===== src/rtl/dbg_rsp_pkg.sv =====
package dbg_rsp_pkg;
  localparam int STAT_W        = 3;
  localparam int CMD_STOP_BIT  = 0;
  localparam int CMD_START_BIT = 1;
  localparam int ST_STOPPING   = 0;
  localparam int ST_STOPPED    = 1;
  localparam int ST_TERMINATED = 2;
  localparam logic [STAT_W-1:0] STAT_RESET = 3'b100;

  typedef enum logic [2:0] {
    ACC_NONE,
    ACC_CTRL_RD,
    ACC_CTRL_WR,
    ACC_STATE_RD,
    ACC_OTHER
  } acc_kind_e;
endpackage


===== src/rtl/dbg_rsp_handshake.sv =====
module dbg_rsp_handshake (
  input  logic clk_i,
  input  logic rst_ni,
  input  logic req_i,
  output logic accept_o,
  output logic ack_o
);
  logic ack_q;

  // a request overlapping its own ack is not re-accepted until the next cycle
  assign accept_o = req_i && !ack_q;
  assign ack_o    = ack_q;

  always_ff @(posedge clk_i or negedge rst_ni) begin
    if (!rst_ni) ack_q <= 1'b0;
    else         ack_q <= accept_o;
  end
endmodule


===== src/rtl/dbg_rsp_ctrl_reg.sv =====
module dbg_rsp_ctrl_reg
  import dbg_rsp_pkg::*;
#(
  parameter int DATA_W = 64
) (
  input  logic              clk_i,
  input  logic              rst_ni,
  input  logic              wr_en_i,
  input  logic [DATA_W-1:0] cmd_i,
  output logic [STAT_W-1:0] stat_o
);
  logic [STAT_W-1:0] stat_q, stat_d;

  always_comb begin
    stat_d = stat_q;
    if (wr_en_i) begin
      if (cmd_i[CMD_STOP_BIT]) begin
        stat_d[ST_STOPPED]  = 1'b1;
        stat_d[ST_STOPPING] = 1'b0;
      end
      // start is applied last and therefore overrides stop
      if (cmd_i[CMD_START_BIT]) stat_d = '0;
    end
  end

  always_ff @(posedge clk_i or negedge rst_ni) begin
    if (!rst_ni) stat_q <= STAT_RESET;
    else         stat_q <= stat_d;
  end

  assign stat_o = stat_q;
endmodule


===== src/rtl/dbg_rsp_rdata.sv =====
module dbg_rsp_rdata
  import dbg_rsp_pkg::*;
#(
  parameter int                DATA_W     = 64,
  parameter logic [DATA_W-1:0] STATE_WORD = 64'hDEADBEEF
) (
  input  logic              clk_i,
  input  logic              rst_ni,
  input  logic              accept_i,
  input  acc_kind_e         kind_i,
  input  logic [STAT_W-1:0] stat_i,
  output logic [DATA_W-1:0] rdata_o
);
  localparam int PAD_W = DATA_W - STAT_W;

  logic [DATA_W-1:0] rdata_q, rdata_d;

  always_comb begin
    rdata_d = '0;
    if (accept_i) begin
      unique case (kind_i)
        ACC_CTRL_RD:  rdata_d = {{PAD_W{1'b0}}, stat_i};
        ACC_STATE_RD: rdata_d = STATE_WORD;
        default:      rdata_d = '0;
      endcase
    end
  end

  always_ff @(posedge clk_i or negedge rst_ni) begin
    if (!rst_ni) rdata_q <= '0;
    else         rdata_q <= rdata_d;
  end

  assign rdata_o = rdata_q;
endmodule


===== src/rtl/dbg_ctl_responder.sv =====
module dbg_ctl_responder
  import dbg_rsp_pkg::*;
#(
  parameter int                DATA_W     = 64,
  parameter int                ADDR_W     = 4,
  parameter logic [ADDR_W-1:0] CTRL_ADDR  = 4'd0,
  parameter logic [ADDR_W-1:0] STATE_ADDR = 4'd1,
  parameter logic [DATA_W-1:0] STATE_WORD = 64'hDEADBEEF
) (
  input  logic              clk_i,
  input  logic              rst_ni,
  input  logic              req_i,
  input  logic              we_i,
  input  logic [ADDR_W-1:0] addr_i,
  input  logic [DATA_W-1:0] wdata_i,
  output logic              ack_o,
  output logic [DATA_W-1:0] rdata_o
);
  logic              accept;
  logic [STAT_W-1:0] stat;
  acc_kind_e         kind;

  always_comb begin
    kind = ACC_NONE;
    if (accept) begin
      if (addr_i == CTRL_ADDR)                kind = we_i ? ACC_CTRL_WR : ACC_CTRL_RD;
      else if (addr_i == STATE_ADDR && !we_i) kind = ACC_STATE_RD;
      else                                    kind = ACC_OTHER;
    end
  end

  dbg_rsp_handshake u_hs (
    .clk_i    (clk_i),
    .rst_ni   (rst_ni),
    .req_i    (req_i),
    .accept_o (accept),
    .ack_o    (ack_o)
  );

  dbg_rsp_ctrl_reg #(.DATA_W(DATA_W)) u_ctrl (
    .clk_i   (clk_i),
    .rst_ni  (rst_ni),
    .wr_en_i (kind == ACC_CTRL_WR),
    .cmd_i   (wdata_i),
    .stat_o  (stat)
  );

  dbg_rsp_rdata #(.DATA_W(DATA_W), .STATE_WORD(STATE_WORD)) u_rd (
    .clk_i    (clk_i),
    .rst_ni   (rst_ni),
    .accept_i (accept),
    .kind_i   (kind),
    .stat_i   (stat),
    .rdata_o  (rdata_o)
  );
endmodule


===== config.mk =====
export PLATFORM = sky130hd
export DESIGN_NAME = dbg_ctl_responder
export DESIGN_NICKNAME = d
export VERILOG_FILES = /design/src/rtl/dbg_rsp_pkg.sv /design/src/rtl/dbg_rsp_handshake.sv /design/src/rtl/dbg_rsp_ctrl_reg.sv /design/src/rtl/dbg_rsp_rdata.sv /design/src/rtl/dbg_ctl_responder.sv
export SDC_FILE = /design/constraint.sdc
export NUM_CORES = 1
export LEC_CHECK = 0
export BUFFER_PORTS_ARGS = -buffer_cell sky130_fd_sc_hd__buf_2
export CORE_AREA = 10 10 56 76
export DETAILED_ROUTE_END_ITERATION = 10
export DIE_AREA = 0 0 66 86
export PLACE_DENSITY_LB_ADDON = 0.25
export RECOVER_POWER = 50
export REMOVE_ABC_BUFFERS = 1
export SYNTH_ARGS = -nofsm -noshare
export SYNTH_HDL_FRONTEND = slang
export SYNTH_SLANG_ARGS = --single-unit

===== constraint.sdc =====
create_clock -name clk_i -period 1.2 [get_ports clk_i]
set_input_delay 0.12 -clock clk_i [delete_from_list [all_inputs] [get_ports clk_i]]
set_output_delay 0.12 -clock clk_i [all_outputs]
set_load 0.005 [all_outputs]

==> flow_summary_export.csv, run 1 <==
group,metric,value,unit
status,status,"finished clean",
min_path,min_from,"wdata_i[1]",
worst_setup_path,r2r_end,"u_ctrl.stat_o[1]",
worst_setup_path,crit_required,1340,ps
floorplan,initial_core_util,0.245,
clocking,clockBufferDepth,2,
worst_setup_path,slowest_delay,390,ps
global_routing,grt_max_degree,23,
sta,setup_tns,0,ps
sta,drv_slew,0,
global_routing,grt.overflow.total,0,
final_layout,area_growth,-6.98,%
worst_setup_path,cp_num_buf_inv,0,
detailed_routing,wl,1550,um
synthesis,synth_cells,81,
synthesis,yosys_warnings,0,
min_path,min_path_cells,2,
detailed_routing,via_per_inst,2.99,
clocking,cts_inserted_buffers,3,
worst_setup_path,cp_data_arrival_time,1170,ps
detailed_routing,dr.pass1.iters,2,
global_routing,antenna_found_initial,0,
floorplan,row_count,23,
placed_design,port_buffers,34,
synthesis,syn_area_per_cell,8.63,um^2
final_layout,drive_gt1_frac,0.327,
placed_design,place_area,604,um^2
sta,rsz0062_at_grt,"no",
detailed_routing,avgRoutedWirePerCell,11.5,um
synthesis,synth.distinct_cells,12,
global_routing,grt_pass1_vias,522,
worst_setup_path,cp_top_family,"flip-flops",
pwr,leakagePower,0.416,nW
worst_setup_path,startpoint,"u_hs.ack_o",
synthesis,ys_seq_elements,6,
worst_setup_path,r2r.worst_path.cells,3,
sta,finalClockSkew,0.723,ps
final_layout,final_nets,171,
global_routing,grt_use_total,0.0511,
pwr,irDropWorstVdd,0.380,mV
sta,fmax,970,MHz
detailed_routing,drc,0,
placed_design,place_congestion,0.647,
floorplan,die_x,66,um
clocking,worstSkewPairLatency,220,ps
worst_setup_path,cp-end-kind,"flip-flop",
clocking,cts_setup_buffers,0,
final_layout,antenna_cells,0,
pwr,power_density,992,nW/um^2
placed_design,dp_hpwl,1410,um
min_path,hold_class,"in -> reg",
floorplan,io_pins,137,
detailed_routing,num_vias,404,
floorplan,core_area,2850,um^2
worst_setup_path,crit_type,"reg -> reg",
floorplan,die_h,86,um
clocking,root_buffer,"clkbuf_8",
worst_setup_path,cp-start-kind,"flip-flop",
worst_setup_path,slowest_stage,"dfrtp_1",
worst_setup_path,reg2reg_slack,170,ps
global_routing,grt_first_pass_wirelength,2260,um
synthesis,syn_area,699,um^2
worst_setup_path,critPathMaxFanout,3,
synthesis,ys_seq_area_frac,0.216,
clocking,h-tree-depth,1,
floorplan,die-area,5680,um^2
detailed_routing,ant_nets,0,
detailed_routing,drt-initial-drc-count,3,
pwr,power,0.645,mW
sta,hold_viol_final,0,
worst_setup_path,crit_top_cell,"a31oi_1",
sta,period_needed,1030,ps
clocking,cts_sinks,6,
worst_setup_path,worstPathCellList,"and4bb_1 > a31oi_1 > a31oi_1",
sta,setup_viol,0,
final_layout,design_area,651,um^2
clocking,cts_tree,"built",
clocking,clk_pin_slew_worst_paths,40,ps
min_path,holdPathEnd,"u_ctrl.stat_o[2]",
sta,fin_crit_sh,0.859,
worst_setup_path,timing.rr.start,"u_hs.ack_o",
run,maxCapViolCount,0,
-- stage by stage --
step | hold WS, ps | worst slack [ps] | utilization | cells
floorplan | -176 | 137 | - | 59
global placement | -52.2 | 205 | 0.212 | 130
detailed placement | -47.3 | 166 | 0.212 | 130
CTS | 46.8 | 36.0 | 0.231 | 135
global route | 61.2 | 45.0 | 0.228 | 135
finish | 58.7 | 169 | 0.228 | 135
-- per-layer routing --
layer,part of all wire,GRT usage,vias to the layer above,routed length [um]
li1,-,-,183,-
met1,0.38,0.0433,161,590
met2,0.35,0.0697,60,539
met3,0.27,0.0599,0,419
met4,0,0.0287,0,0
met5,0,0,-,0
-- how the worst max path moves through the flow --
stage,endpoint,slack [ps],cells after the start
floorplan,rdata_o[0],140,0
global placement,u_ctrl.stat_o[1],200,3
detailed placement,u_ctrl.stat_o[1],170,3
CTS,rdata_o[31],40,1
global route,u_ctrl.stat_o[1],50,3
finish,u_ctrl.stat_o[1],170,3
-- power by group --
group	internal [mW]	switching (mW)	total, mW
Sequential	0.222	0.00819	0.230
Combinational	0.0296	0.0648	0.0944
Clock	0.229	0.0922	0.321
Total	0.480	0.165	0.645
-- registers in the layout, summed over array words and instances (netlist names) --
| signal | count |
|---|---|
| u_rd.rdata_o | 3 |
| u_ctrl.stat_o | 2 |
| u_hs.ack_o | 1 |
-- area by class of cell --
| type | instances | area, um^2 |
|---|---|---|
| timing repair buffer | 35 | 170 |
| clock buffer | 4 | 45.0 |
| tap | 37 | 46.3 |
| inverter | 2 | 7.51 |
| fill | 335 | 2200 |
| sequential | 6 | 153 |
| multi-input combinational | 51 | 229 |
-- repair_timing --
action                                 in CTS  in global routing
resized for setup                           0                  1
hold buffers                                1                  0
endpoints found under the hold margin       6                  0
setup endpoints to repair                   0                 22
-- placed cells by master (no fill, tap or decap), drive strengths merged --
master       count
inv              2
a21oi            1
dfstp            1
nor2             3
dlygate4sd3      1
nand3b           1
a31oi            3
nor3             1
and2b            1
and4bb           1
dfrtp            5
buf             26
conb            40
clkbuf          12
-- cell usage after synthesis --
cell	n	area share
buf_4	61	0.65
dfrtp_1	5	0.18
a31oi_1	3	0.027
nor2_1	3	0.016
inv_1	2	0.011
a21oi_1	1	0.0071
and2b_1	1	0.011
and4bb_1	1	0.018
conb_1	1	0.0054
dfstp_2	1	0.038
nand3b_1	1	0.011
nor3_4	1	0.023
-- worst register-to-register path: cells and delay by family, from the launching register on --
| kind | cells | cell delay (ps) |
|---|---|---|
| compound gates | 2 | 240 |
| simple gates | 1 | 320 |
| flops | 1 | 390 |
-- cells by family after synthesis --
logic type             count (synthesis)  synth area share
AND/OR/NAND/NOR                        7            0.0787
flip-flops                             6             0.216
AO/OA/AOI/OAI                          4            0.0340
buffers and inverters                 63             0.665
other                                  1           0.00536
Note: power is estimated with default switching activity, not from simulation.
==> run 2: changes to the inputs <==
--- a/config.mk
+++ b/config.mk
@@ -6,9 +6,9 @@
 export NUM_CORES = 1
 export LEC_CHECK = 0
 export BUFFER_PORTS_ARGS = -buffer_cell sky130_fd_sc_hd__buf_2
-export CORE_AREA = 10 10 56 76
+export CORE_AREA = 10 10 71 61
 export DETAILED_ROUTE_END_ITERATION = 10
-export DIE_AREA = 0 0 66 86
+export DIE_AREA = 0 0 81 71
 export PLACE_DENSITY_LB_ADDON = 0.25
 export RECOVER_POWER = 50
 export REMOVE_ABC_BUFFERS = 1
==> constraint.sdc (replaced) <==
create_clock -name clk_i -period 1.2 [get_ports clk_i]
set_input_delay 0.24 -clock clk_i [delete_from_list [all_inputs] [get_ports clk_i]]
set_output_delay 0.24 -clock clk_i [all_outputs]
set_load 0.005 [all_outputs]
==> flow_summary_export.csv, run 2 (synthesis results as in run 1) <==
group,metric,value,unit
floorplan,io_pins,137,
sta,finalClockSkew,6.11,ps
detailed_routing,drt-initial-drc-count,2,
global_routing,use_met3,0.0404,
pwr,sw_frac_of_total,0.252,
sta,setup_tns,0,ps
detailed_routing,ant_nets,0,
pwr,internal-power,0.481,mW
placed_design,dp_hpwl,1380,um
floorplan,core_area,2970,um^2
final_layout,drive_gt1_frac,0.380,
global_routing,use_met1,0.0421,
sta,rsz0062_at_grt,"no",
worst_setup_path,crit_type,"reg -> out",
clocking,root_buffer,"clkbuf_8",
worst_setup_path,startpoint,"u_rd.rdata_o[30]",
worst_setup_path,endpoint,"rdata_o[25]",
sta,hold_viol_final,0,
detailed_routing,avgRoutedWirePerCell,11.0,um
pwr,irDropWorstVdd,0.215,mV
sta,drv_slew,0,
clocking,cts_tree,"built",
floorplan,die-area,5750,um^2
detailed_routing,wl,1530,um
worst_setup_path,r2r.worst_path.cells,3,
clocking,cts_inserted_buffers,3,
global_routing,grt_pass1_vias,420,
final_layout,final_common_cell,"conb_1",
detailed_routing,via_per_inst,2.95,
pwr,power_density,954,nW/um^2
placed_design,place_congestion,0.633,
global_routing,grt.overflow.total,0,
worst_setup_path,cp_top_family,"flip-flops",
global_routing,grt_busiest_layer,"met2",
sta,setup_viol,0,
run,maxCapViolCount,0,
floorplan,row_count,18,
sta,period_needed,1140,ps
clocking,worstSkewPairLatency,220,ps
sta,fmax,879,MHz
final_layout,final_cell_mix,"40 x conb_1, 30 x buf_2, 5 x clkbuf_1",
global_routing,antenna_found_initial,0,
worst_setup_path,cp-start-kind,"flip-flop",
worst_setup_path,timing.rr.start,"u_hs.ack_o",
sta,fin_crit_sh,0.948,
worst_setup_path,critPathMaxFanout,11,
worst_setup_path,slowest_delay,390,ps
worst_setup_path,cp_data_arrival_time,900,ps
pwr,power,0.644,mW
floorplan,die_h,71,um
pwr,clockPowerShare,0.497,
pwr,power.switching,0.162,mW
global_routing,grt_first_pass_wirelength,2060,um
pwr,combPwrFrac,0.148,
pwr,seqPwrFrac,0.355,
worst_setup_path,worst-path-stages,2,
pwr,leakagePower,0.445,nW
worst_setup_path,slowest_stage,"dfrtp_2",
min_path,hold_class,"in -> reg",
final_layout,antenna_cells,0,
global_routing,grt_use_total,0.0465,
placed_design,port_buffers,34,
clocking,cts_sinks,6,
worst_setup_path,reg2reg_slack,190,ps
floorplan,initial_core_util,0.235,
worst_setup_path,crit_required,960,ps
worst_setup_path,worstPathCellList,"buf_4 > buf_2",
status,status,"finished clean",
detailed_routing,dr.pass1.iters,2,
global_routing,grt_use_met2,0.0663,
final_layout,final_nets,173,
worst_setup_path,r2r_end,"u_ctrl.stat_o[1]",
detailed_routing,drc,0,
global_routing,grt_max_degree,23,
clocking,h-tree-depth,1,
clocking,clk_pin_slew_worst_paths,40,ps
final_layout,area_growth,-3.58,%
floorplan,die_x,81,um
final_layout,largest_reg_flops,3,
clocking,clockBufferDepth,2,
worst_setup_path,cp_num_buf_inv,2,
worst_setup_path,cp-end-kind,"output port",
detailed_routing,num_vias,413,
-- run 2: worst min-delay path by stage --
stage / startpoint / cells past startpoint / endpoint
4_1_cts: wdata_i[1] / 2 / u_ctrl.stat_o[2]
3_5_place_dp: rst_ni / 1 / u_hs.ack_o
6_report: wdata_i[1] / 2 / u_ctrl.stat_o[2]
3_3_place_gp: rst_ni / 1 / u_hs.ack_o
2_1_floorplan: rst_ni / 0 / u_ctrl.stat_o[1]
5_1_grt: wdata_i[1] / 2 / u_ctrl.stat_o[2]
-- run 2: final cells by class --
type                       count  area [um^2]
timing repair buffer          37          190
sequential                     6          153
clock buffer                   4         45.0
multi-input combinational     51          229
fill                         346         2300
tap                           40         50.0
inverter                       2         7.51
-- run 2: power groups by stage --
stage | Clock, mW | Combinational [mW] | Sequential [mW]
2_1_floorplan | 0 | 0.0500 | 0.231
3_3_place_gp | 0 | 0.0849 | 0.231
3_5_place_dp | 0 | 0.0859 | 0.232
4_1_cts | 0.331 | 0.0887 | 0.229
5_1_grt | 0.354 | 0.111 | 0.230
6_report | 0.320 | 0.0951 | 0.229
-- run 2: timing repair --
item / 4_1_cts / 5_1_grt
pin swaps: 0 / 0
hold buffers: 1 / 0
buffers inserted: 0 / 2
hold endpoints to repair: 5 / 0
setup endpoints to repair: 22 / 22
gates resized for setup: 1 / 1
-- run 2: metrics by stage --
| step | instance area, um^2 | worst slack (ps) | std cells | hold WS [ps] | utilization |
|---|---|---|---|---|---|
| final | 674 | 62.5 | 140 | 188 | 0.227 |
| after global routing | 674 | 14.4 | 140 | 185 | 0.227 |
| after CTS | 664 | 51.3 | 138 | 187 | 0.223 |
| after detailed placement | 608 | 154 | 133 | 72.1 | 0.205 |
| after global placement | 608 | 195 | 133 | 68.2 | 0.205 |
| after floorplan | 388 | 17.2 | 59 | -55.6 | - |
-- run 2: worst register-to-register path, stage by stage, from the launching register on --
cell and delay, ps:
dfrtp_1 380, and4bb_1 320, a31oi_1 90, a31oi_1 130
-- run 2: metal layers --
metal,wire [um],vias up
met5,0,-
met4,19,0
met3,357,2
met2,653,48
met1,503,176
li1,-,187
